==> src/rtl/srx_pkg.sv <==
package srx_pkg;
   localparam logic [2:0] PM_NONE = 3'd0;
   localparam logic [2:0] PM_EVEN = 3'd1;
   localparam logic [2:0] PM_ODD  = 3'd2;
   localparam logic [2:0] PM_ZERO = 3'd3;
   localparam logic [2:0] PM_ONE  = 3'd4;

   localparam int STAT_W = 3;  // perr, ferr, brk

   typedef enum logic [2:0] {
      S_HUNT, S_START, S_DATA, S_PAR, S_STOP, S_FILL, S_BRK
   } rx_state_t;
endpackage

==> src/rtl/srx_sync.sv <==
module srx_sync #(
   parameter int STAGES = 2
) (
   input  logic clk,
   input  logic rst_n,
   input  logic din,
   output logic dout
);
   if (STAGES < 1 || STAGES > 4) begin : g_bad_stages
      $error("srx_sync: STAGES must be 1..4");
   end

   logic [STAGES-1:0] chain;

   if (STAGES == 1) begin : g_single
      always_ff @(posedge clk or negedge rst_n)
         if (!rst_n) chain <= '1;
         else        chain <= din;
   end else begin : g_multi
      always_ff @(posedge clk or negedge rst_n)
         if (!rst_n) chain <= '1;
         else        chain <= {chain[STAGES-2:0], din};
   end

   assign dout = chain[STAGES-1];
endmodule

==> src/rtl/srx_frame.sv <==
module srx_frame
   import srx_pkg::*;
#(
   parameter int DATA_W = 8,
   parameter int OSR    = 16
) (
   input  logic              clk,
   input  logic              rst_n,
   input  logic              tick,
   input  logic              rx,
   input  logic [1:0]        cfg_len,
   input  logic [2:0]        cfg_parity,
   output logic              push,
   output logic [DATA_W-1:0] push_data,
   output logic              push_perr,
   output logic              push_ferr,
   output logic              push_brk,
   output logic              brk_start,
   output logic              brk_end
);
   localparam int CNT_W = $clog2(OSR);
   localparam int IDX_W = $clog2(DATA_W);
   localparam int RUN_W = $clog2(DATA_W + 4);
   localparam int HALF  = OSR / 2;

   if (DATA_W < 5 || DATA_W > 8) begin : g_bad_width
      $error("srx_frame: DATA_W must be 5..8");
   end
   if (OSR < 4 || (OSR % 2) != 0) begin : g_bad_osr
      $error("srx_frame: OSR must be even and at least 4");
   end

   rx_state_t         state;
   logic [CNT_W-1:0]  cnt;
   logic [IDX_W-1:0]  idx;
   logic [DATA_W-1:0] shreg;
   logic [RUN_W-1:0]  run, run_nx, nbits, fbits;
   logic              par_bit, par_on, par_exp, perr, at_half, at_full;

   always_comb begin
      nbits = RUN_W'(5) + RUN_W'(cfg_len);
      if (nbits > RUN_W'(DATA_W)) nbits = RUN_W'(DATA_W);
      par_on = (cfg_parity >= PM_EVEN) && (cfg_parity <= PM_ONE);
      unique case (cfg_parity)
         PM_EVEN: par_exp = ^shreg;
         PM_ODD:  par_exp = ~^shreg;
         PM_ONE:  par_exp = 1'b1;
         default: par_exp = 1'b0;
      endcase
      perr    = par_on && (par_bit != par_exp);
      fbits   = nbits + RUN_W'(2) + RUN_W'(par_on);
      at_half = tick && (cnt == CNT_W'(HALF - 1));
      at_full = tick && (cnt == CNT_W'(OSR - 1));
      run_nx  = rx ? '0 : run + 1'b1;
   end

   always_ff @(posedge clk or negedge rst_n) begin
      if (!rst_n) begin
         state     <= S_HUNT;
         cnt       <= '0;
         idx       <= '0;
         shreg     <= '0;
         run       <= '0;
         par_bit   <= 1'b0;
         push      <= 1'b0;
         push_data <= '0;
         push_perr <= 1'b0;
         push_ferr <= 1'b0;
         push_brk  <= 1'b0;
         brk_start <= 1'b0;
         brk_end   <= 1'b0;
      end else begin
         push      <= 1'b0;
         brk_start <= 1'b0;
         brk_end   <= 1'b0;
         unique case (state)
            S_HUNT:
               if (tick && !rx) begin
                  state <= S_START;
                  cnt   <= '0;
               end
            S_START:
               if (at_half) begin
                  if (rx) state <= S_HUNT;
                  else begin
                     state <= S_DATA;
                     cnt   <= '0;
                     idx   <= '0;
                     shreg <= '0;
                     run   <= RUN_W'(1);
                  end
               end else if (tick) cnt <= cnt + 1'b1;
            S_DATA:
               if (at_full) begin
                  cnt        <= '0;
                  shreg[idx] <= rx;
                  run        <= run_nx;
                  if (RUN_W'(idx) == nbits - 1'b1) state <= par_on ? S_PAR : S_STOP;
                  else                             idx   <= idx + 1'b1;
               end else if (tick) cnt <= cnt + 1'b1;
            S_PAR:
               if (at_full) begin
                  cnt     <= '0;
                  par_bit <= rx;
                  run     <= run_nx;
                  state   <= S_STOP;
               end else if (tick) cnt <= cnt + 1'b1;
            S_STOP:
               if (at_full) begin
                  cnt  <= '0;
                  push <= 1'b1;
                  if (!rx && run_nx == fbits) begin
                     push_data <= '0;
                     push_perr <= 1'b0;
                     push_ferr <= 1'b0;
                     push_brk  <= 1'b1;
                     brk_start <= 1'b1;
                     state     <= S_BRK;
                  end else begin
                     push_data <= shreg;
                     push_perr <= perr;
                     push_ferr <= !rx;
                     push_brk  <= 1'b0;
                     run       <= run_nx;
                     state     <= rx ? S_HUNT : S_FILL;
                  end
               end else if (tick) cnt <= cnt + 1'b1;
            S_FILL:
               if (at_full) begin
                  cnt <= '0;
                  if (rx) state <= S_HUNT;
                  else if (run_nx == fbits) begin
                     push      <= 1'b1;
                     push_data <= '0;
                     push_perr <= 1'b0;
                     push_ferr <= 1'b0;
                     push_brk  <= 1'b1;
                     brk_start <= 1'b1;
                     state     <= S_BRK;
                  end else run <= run_nx;
               end else if (tick) cnt <= cnt + 1'b1;
            S_BRK:
               if (tick && rx) begin
                  brk_end <= 1'b1;
                  state   <= S_HUNT;
               end
            default: state <= S_HUNT;
         endcase
      end
   end
endmodule

==> src/rtl/srx_fifo.sv <==
module srx_fifo #(
   parameter int DEPTH = 4,
   parameter int W     = 11
) (
   input  logic         clk,
   input  logic         rst_n,
   input  logic         wr,
   input  logic [W-1:0] wdata,
   input  logic         rd,
   output logic [W-1:0] rdata,
   output logic         nonempty,
   output logic         full,
   output logic         drop
);
   localparam int  AW   = (DEPTH > 1) ? $clog2(DEPTH) : 1;
   localparam int  CW   = $clog2(DEPTH + 1);
   localparam bit  POW2 = (DEPTH == (1 << AW));

   if (DEPTH < 2 || DEPTH > 64) begin : g_bad_depth
      $error("srx_fifo: DEPTH must be 2..64");
   end

   logic [W-1:0]  mem [DEPTH];
   logic [AW-1:0] wp, rp, wp_nx, rp_nx;
   logic [CW-1:0] count;
   logic          do_wr, do_rd;

   if (POW2) begin : g_wrap
      assign wp_nx = wp + 1'b1;
      assign rp_nx = rp + 1'b1;
   end else begin : g_cmp
      assign wp_nx = (wp == AW'(DEPTH - 1)) ? '0 : wp + 1'b1;
      assign rp_nx = (rp == AW'(DEPTH - 1)) ? '0 : rp + 1'b1;
   end

   assign full     = (count == CW'(DEPTH));
   assign nonempty = (count != '0);
   assign do_wr    = wr && !full;
   assign do_rd    = rd && nonempty;
   assign rdata    = mem[rp];

   always_ff @(posedge clk)
      if (do_wr) mem[wp] <= wdata;

   always_ff @(posedge clk or negedge rst_n) begin
      if (!rst_n) begin
         wp    <= '0;
         rp    <= '0;
         count <= '0;
         drop  <= 1'b0;
      end else begin
         drop <= wr && full;
         if (do_wr) wp <= wp_nx;
         if (do_rd) rp <= rp_nx;
         unique case ({do_wr, do_rd})
            2'b10:   count <= count + 1'b1;
            2'b01:   count <= count - 1'b1;
            default: count <= count;
         endcase
      end
   end
endmodule

==> src/rtl/srx_channel.sv <==
module srx_channel
   import srx_pkg::*;
#(
   parameter int DATA_W      = 8,
   parameter int DEPTH       = 4,
   parameter int OSR         = 16,
   parameter int SYNC_STAGES = 2
) (
   input  logic              clk,
   input  logic              rst_n,
   input  logic              rx_line,
   input  logic              tick16,
   input  logic [1:0]        cfg_len,
   input  logic [2:0]        cfg_parity,
   input  logic              flow_en,
   input  logic              pop,
   output logic [DATA_W-1:0] rd_data,
   output logic              rd_perr,
   output logic              rd_ferr,
   output logic              rd_brk,
   output logic              ready,
   output logic              full,
   output logic              overrun,
   output logic              rts_n,
   output logic              brk_start,
   output logic              brk_end
);
   localparam int ENT_W = DATA_W + STAT_W;

   logic              rx_s, push, p_perr, p_ferr, p_brk;
   logic [DATA_W-1:0] p_data;
   logic [ENT_W-1:0]  head;

   srx_sync #(.STAGES(SYNC_STAGES)) u_sync (
      .clk(clk), .rst_n(rst_n), .din(rx_line), .dout(rx_s)
   );

   srx_frame #(.DATA_W(DATA_W), .OSR(OSR)) u_frame (
      .clk(clk), .rst_n(rst_n), .tick(tick16), .rx(rx_s),
      .cfg_len(cfg_len), .cfg_parity(cfg_parity),
      .push(push), .push_data(p_data), .push_perr(p_perr),
      .push_ferr(p_ferr), .push_brk(p_brk),
      .brk_start(brk_start), .brk_end(brk_end)
   );

   srx_fifo #(.DEPTH(DEPTH), .W(ENT_W)) u_fifo (
      .clk(clk), .rst_n(rst_n), .wr(push),
      .wdata({p_brk, p_ferr, p_perr, p_data}),
      .rd(pop), .rdata(head), .nonempty(ready), .full(full), .drop(overrun)
   );

   assign {rd_brk, rd_ferr, rd_perr, rd_data} = head;
   assign rts_n = flow_en & full;
endmodule

==> config.mk <==
export PLATFORM = sky130hd
export DESIGN_NAME = srx_channel
export DESIGN_NICKNAME = d
export VERILOG_FILES = /design/src/rtl/srx_pkg.sv /design/src/rtl/srx_sync.sv /design/src/rtl/srx_frame.sv /design/src/rtl/srx_fifo.sv /design/src/rtl/srx_channel.sv
export SDC_FILE = /design/constraint.sdc
export NUM_CORES = 1
export LEC_CHECK = 0
export BUFFER_PORTS_ARGS = -buffer_cell sky130_fd_sc_hd__clkbuf_2
export CORE_UTILIZATION = 55
export DETAILED_ROUTE_END_ITERATION = 12
export GPL_ROUTABILITY_DRIVEN = 0
export PLACE_DENSITY = 0.73
export SETUP_SLACK_MARGIN = 0.4
export SLEW_MARGIN = 40
export SYNTH_ARGS = -nofsm -noshare
export SYNTH_HDL_FRONTEND = slang
export SYNTH_SLANG_ARGS = --single-unit
export TNS_END_PERCENT = 20
==> constraint.sdc <==
create_clock -name clk -period 2.7 [get_ports clk]
set_input_delay 0.135 -clock clk [delete_from_list [all_inputs] [get_ports clk]]
set_output_delay 0.135 -clock clk [all_outputs]
set_load 0.005 [all_outputs]
# Word-level counts from Yosys, hierarchy flattened
# Memories as Yosys holds them, arrays and structs flattened.
# Index checks and enable logic that the tools add are counted.
# word_totals
reg_bits	47
mem_bits_rw	44
input_bits	11
out_inout_bits	17
wordCells	179
mem_count	1
# mem_list
name	depth	width	read_ports	rd_ports_with_merged_regs	write_ports	line	source
u_fifo.mem	4	11	1	0	1	srx_fifo.sv:23	logic [W-1:0] mem [DEPTH];
# op_classes
addsub	11
magnitude_cmp	5
n_eq_ne	34
mux	78
bitwise_logic	1
n_reduce_logical	31
# op_table
op	count
$mux W8	8
$mux W4	15
$mux W3	17
$pmux W8 S2	2
$mux W1	22
$pmux W3 S7	1
$ne A2 B1 Y1 const B	10
$reduce_and A9 Y1	2
$pmux W4 S4	1
$eq A3 B3 Y1 const B	5
$pmux W3 S2	2
$pmux W4 S3	1
$logic_and A1 B1 Y1	11
$ne A2 B2 Y1 const B	5
$pmux W1 S2	5
$reduce_and A5 Y1	2
$eq A3 B2 Y1 const B	3
$add A4 B1 Y4 const B	2
$bwmux W8	1
$reduce_xnor A8 Y1	1
$reduce_xor A8 Y1	1
$add A3 B1 Y3 const B	2
$eq A3 B1 Y1 const B	2
$ge A3 B1 Y1 const B	2
other kinds (32)	37

# Depth between registers and ports, before layout
# logic_depth
word_depth	10
mapped_depth	14
mapped_depth_nobuf	13

# Hierarchy
# Synthesis repeated with hierarchy kept, for this count alone.
# unflattened
hier_cells	362
hier_area_um2	4593.2
# by_module_without_submodules
module	n_inst	cells_per_inst	area_each_um2	seq_area_each_um2
srx_frame	1	263	2467.4	925.9
srx_fifo	1	96	2067.0	1521.5
srx_sync	1	2	52.6	52.6
srx_channel	1	1	6.3	0.0

# Worst setup path after synthesis
# No wires, ideal clock.
# synth_path
path_kind	input to register
start	input port cfg_parity[1]
end	register u_frame.push_ferr
setup_time_ns	0.121
arrival_time_ns	2.550
t_required_ns	2.579
path_slack_ns	0.029
stages	14
path_buffers	1
cell_sequence	nor2_1 > xor2_1 > inv_1 > ha_1 > inv_1 > ha_1 > nand4bb_1 > a31oi_1 > a31oi_1 > or3_4 > nand2b_4 > a21o_1 > buf_6 > a22o_1
# synth_between
elab_chain_len	8
word_cells_on_any_way	11
cone_classes	add/sub: 1; order compare: 2; eq/ne: 2; mux: 3; reduce/logical: 3
# synth_rtl
element	line	source
start, declared	srx_channel.sv:14	input logic [2:0] cfg_parity,
$ge A3 B1 Y1 / $le A3 B3 Y1 (equally long branches)	srx_frame.sv:43	par_on = (cfg_parity >= PM_EVEN) && (cfg_parity <= PM_ONE);
$logic_and A1 B1 Y1 (*)	srx_frame.sv:43	
$add A4 B1 Y4 (*)	srx_frame.sv:51	fbits = nbits + RUN_W'(2) + RUN_W'(par_on);
$eq A4 B4 Y1 (*)	srx_frame.sv:112, srx_frame.sv:132	
$logic_and A1 B1 Y1	srx_frame.sv:112	if (!rx && run_nx == fbits) begin
$mux W1	srx_frame.sv:112	
$mux W1	srx_frame.sv:109	if (at_full) begin
$pmux W1 S2	srx_frame.sv:76	unique case (state)
end signal, assigned	srx_frame.sv:122	push_ferr <= !rx;
end, declared	srx_frame.sv:16	output logic push_ferr,
# Mark *: on every way between the ends. The rest lies on a longest branch, timed or not. The select of a mux whose other input is x is not followed.
# A chain may end at the register's enable or synchronous reset.

# Worst setup path after layout
# layout_path
start	register u_frame.run[0]
end	register u_frame.push_data[7]
# layout_between
elab_chain_len	7
word_cells_on_any_way	9
cone_classes	add/sub: 1; eq/ne: 2; mux: 4; reduce/logical: 2
# layout_rtl
element	line	source
start, declared	srx_frame.sv:37	logic [RUN_W-1:0] run, run_nx, nbits, fbits;
start signal, assigned	srx_frame.sv:97	run <= run_nx;
start signal, assigned	srx_frame.sv:105	run <= run_nx;
start signal, assigned	srx_frame.sv:124	run <= run_nx;
$add A4 B1 Y4 (*)	srx_frame.sv:54	run_nx = rx ? '0 : run + 1'b1;
$mux W4 (*)	srx_frame.sv:54	
$eq A4 B4 Y1 (*)	srx_frame.sv:112, srx_frame.sv:132	
$logic_and A1 B1 Y1	srx_frame.sv:112	
$mux W8	srx_frame.sv:112	
$mux W8	srx_frame.sv:109	
$pmux W8 S2	srx_frame.sv:76	
end signal, assigned	srx_frame.sv:120	push_data <= shreg;
end, declared	srx_frame.sv:14	output logic [DATA_W-1:0] push_data,
# Marks and branches as above.

==> flow_summary_export.csv <==
group,metric,value,unit
outcome,run_status,"complete, no violations",
clock_network,cts_max_path_buffers,2,
power_and_ir_drop,p_leak,2.01,nW
yosys,synth_top_area_cell,"edfxtp_1",
clock_network,worstSkewPairLatency,0.36,ns
run,cap_violations,0,
yosys,synth_seq_area_share,0.582,
critical_path,cp_slowest_cell,"dfrtp_2",
detailed_routing,vias,2815,
global_routing,grt_pass1_vias,2757,
floorplan,core,7410,µm²
global_routing,grt-ovfl-total,0,
yosys,synth_area_leaders,"edfxtp_1 31%, dfrtp_1 26%, mux4_2 5.8%",
detailed_routing,ant_nets,0,
global_routing,grt_pass1_wl,13300,µm
critical_path,crit_chain,"ha_4, nand2b_1, a21oi_2, xnor2_1, or3_4, nand2b_4, a21o_4, a22o_1",
sta,setup_violations,0,
place,placed_cells,467,
yosys,yosysUniqueCellTypes,51,
sta,fin_skew,0.00745,ns
sta,timing.setup.tns,0,ns
sta,min_period_over_period,0.823,
layout,final-instance-count-excl-fill,494,
critical_path,cp_data_required_time,2.95,ns
power_and_ir_drop,power.density,731,nW/µm²
global_routing,grt_usage,0.214,
layout,drive_gt1_frac,0.243,
clock_network,numClockSinks,91,
detailed_routing,drc,0,
clock_network,cts_root_buffer,"clkbuf_8",
detailed_routing,drt_iter0_markers,104,
detailed_routing,dr.pass1.iters,4,
critical_path,crit_path_end_kind,"flip-flop",
yosys,syn_avg_cell_area,12.4,µm²
layout,nets,415,
yosys,async_flop_share,0.516,
critical_path,critPathMaxFanout,6,
place,io_buffers,27,
clock_network,numCtsBuffers,9,
yosys,synthTopCellsByCount,"45 x dfrtp_1, 44 x edfxtp_1, 36 x o21ai_0",
clock_network,htree_levels,3,
yosys,synth.most_common_cell,"dfrtp_1",
sta,maxSlewHeadroom,0.552,
floorplan,start_util,0.580,
detailed_routing,viasPerCell,5.70,
sta,slew_viol_final,0,
critical_path,slowest_delay,0.46,ns
layout,area_delta_synth_final,14.4,%
critical_path,startpoint_type,"flip-flop",
global_routing,grt_max_degree,34,
yosys,synth_edf_count,44,
yosys,synth_area,4300,µm²
global_routing,antenna_found_initial,0,
critical_path,crit_arrival,2.48,ns
floorplan,top_level_ports,28,
yosys,synth_warnings,0,
power_and_ir_drop,p_total,3.59,mW
layout,fillers,547,
clock_network,cts_tree,"yes",
layout,finish.utilization,0.663,
yosys,syn-instance-count,348,
yosys,ys_ff_latch,91,
place,dp_hpwl,5670,µm
sta,fmax,450,MHz
power_and_ir_drop,irDropWorstVdd,450,µV
layout,num_antenna_cells,0,
critical_path,criticalPathCategory,"reg -> reg",
clock_network,clk_pin_slew,0.10,ns
yosys,synth-main-ff-cell,"dfrtp_1",
sta,whs,0.149,ns
sta,worst_slew_pin_slew,0.672,ns
detailed_routing,detail_route.wirelength,8050,µm
detailed_routing,wl_per_cell,16.3,µm
sta,min_period,2.22,ns
floorplan,rows,31,
hold_path,min_path_type,"in -> reg",
sta,rsz0062_at_grt,"true",
floorplan,dieArea,8170,µm²
floorplan,die_x,90.4,µm
yosys,synth_nets,373,
sta,hold_violations,0,
yosys,yosysTopAreaCellShare,0.307,
floorplan,die_height,90.4,µm
==> metal layers <==
layer / up-vias / routed length, µm / share of wire / global-route usage
li1: 1366 / - / - / -
met1: 1385 / 3370 / 0.42 / 0.259
met2: 57 / 4360 / 0.54 / 0.385
met3: 7 / 248 / 0.031 / 0.0379
met4: 0 / 69 / 0.0086 / 0.0712
met5: - / 0 / 0 / 0
==> worst paths after layout <==
| path | start | depth (start not counted) | to | slack (ns) |
|---|---|---|---|---|
| setup / recovery | u_frame.run[0] | 8 | u_frame.push_data[7] | 0.48 |
| hold / removal | pop | 3 | u_fifo.rp[0] | 0.15 |
| setup reg to reg | u_frame.run[0] | 8 | u_frame.push_data[7] | 0.48 |
| hold reg to reg | u_sync.chain[0] | 0 | u_sync.chain[1] | 0.36 |
| max in group asynchronous | rst_n | 3 | u_fifo.rp[0] | 1.72 |
| min in group asynchronous | rst_n | 2 | u_frame.brk_end | 0.22 |
==> area by class of cell <==
type	instances	area, µm²	area share
multi-input combinational	225	1750	0.357
timing repair buffer	44	268	0.0545
clock inverter	7	71.3	0.0145
inverter	19	71.3	0.0145
tap	99	124	0.0252
sequential	91	2500	0.509
clock buffer	9	124	0.0252
==> worst max-delay path, delay by kind of cell, from the launching register on <==
kind                       cells  cell delay, ns
AOI/OAI and AO/OA              3            0.63
DFF                            1            0.46
adders and majority gates      1            0.17
and+or+nand+nor                3            0.76
xor gates and xnor gates       1            0.09
==> logic make-up after synthesis <==
| family | count (synthesis) | share of synthesized area |
|---|---|---|
| and+or+nand+nor | 92 | 0.112 |
| DFF | 91 | 0.582 |
| AOI/OAI and AO/OA | 83 | 0.125 |
| buffers and inverters | 33 | 0.0309 |
| xor gates and xnor gates | 22 | 0.0448 |
| adders and majority gates | 14 | 0.0425 |
| muxes | 13 | 0.0632 |
==> stage by stage <==
| stage | instance area [µm²] | worst slack [ns] |
|---|---|---|
| final | 4910 | 0.477 |
| after global routing | 4910 | 0.375 |
| after CTS | 4800 | 0.397 |
| after detailed placement | 4570 | -0.0137 |
| after global placement | 4570 | 0.0437 |
| after floorplan | 4320 | 0.293 |
==> sequential cells by signal (all words and copies together), names as in the netlist, 2 cells and up <==
register and count:
u_frame.cnt 4, u_frame.shreg 8, u_fifo.mem 44, u_frame.push_data 8, u_fifo.count 3, u_fifo.rp 2
u_frame.run 4, u_frame.state 3, u_fifo.wp 2, u_sync.chain 2, u_frame.idx 3
==> timing repair <==
item	4_1_cts	5_1_grt
gates cloned	0	1
gates resized for setup	4	13
endpoints found under the setup margin	11	13
hold endpoints to repair	15	0
setup buffers	0	8
pin swaps	0	5
hold buffers	2	0
==> power breakdown <==
part / internal (mW) / switching, mW
Clock: 0.358 / 0.522
Combinational: 0.499 / 0.448
Sequential: 1.53 / 0.236
==> layout by cell type (no fill, tap or decap), types with 9 or more instances in the layout <==
master | netlist | final
mux4_2 | 11 | 11
edfxtp_1 | 44 | 44
a22o_1 | 12 | 12
nand2_1 | 27 | 26
o21ai_0 | 36 | 35
clkbuf_8 | 0 | 9
xnor2_1 | 15 | 15
inv_1 | 19 | 17
buf_4 | 0 | 15
dfrtp_1 | 45 | 42
ha_1 | 13 | 9
and3_1 | 9 | 9
a21oi_1 | 10 | 9
nor2_1 | 22 | 19
clkbuf_2 | 0 | 27
Note: power is estimated with default switching activity, not from simulation.
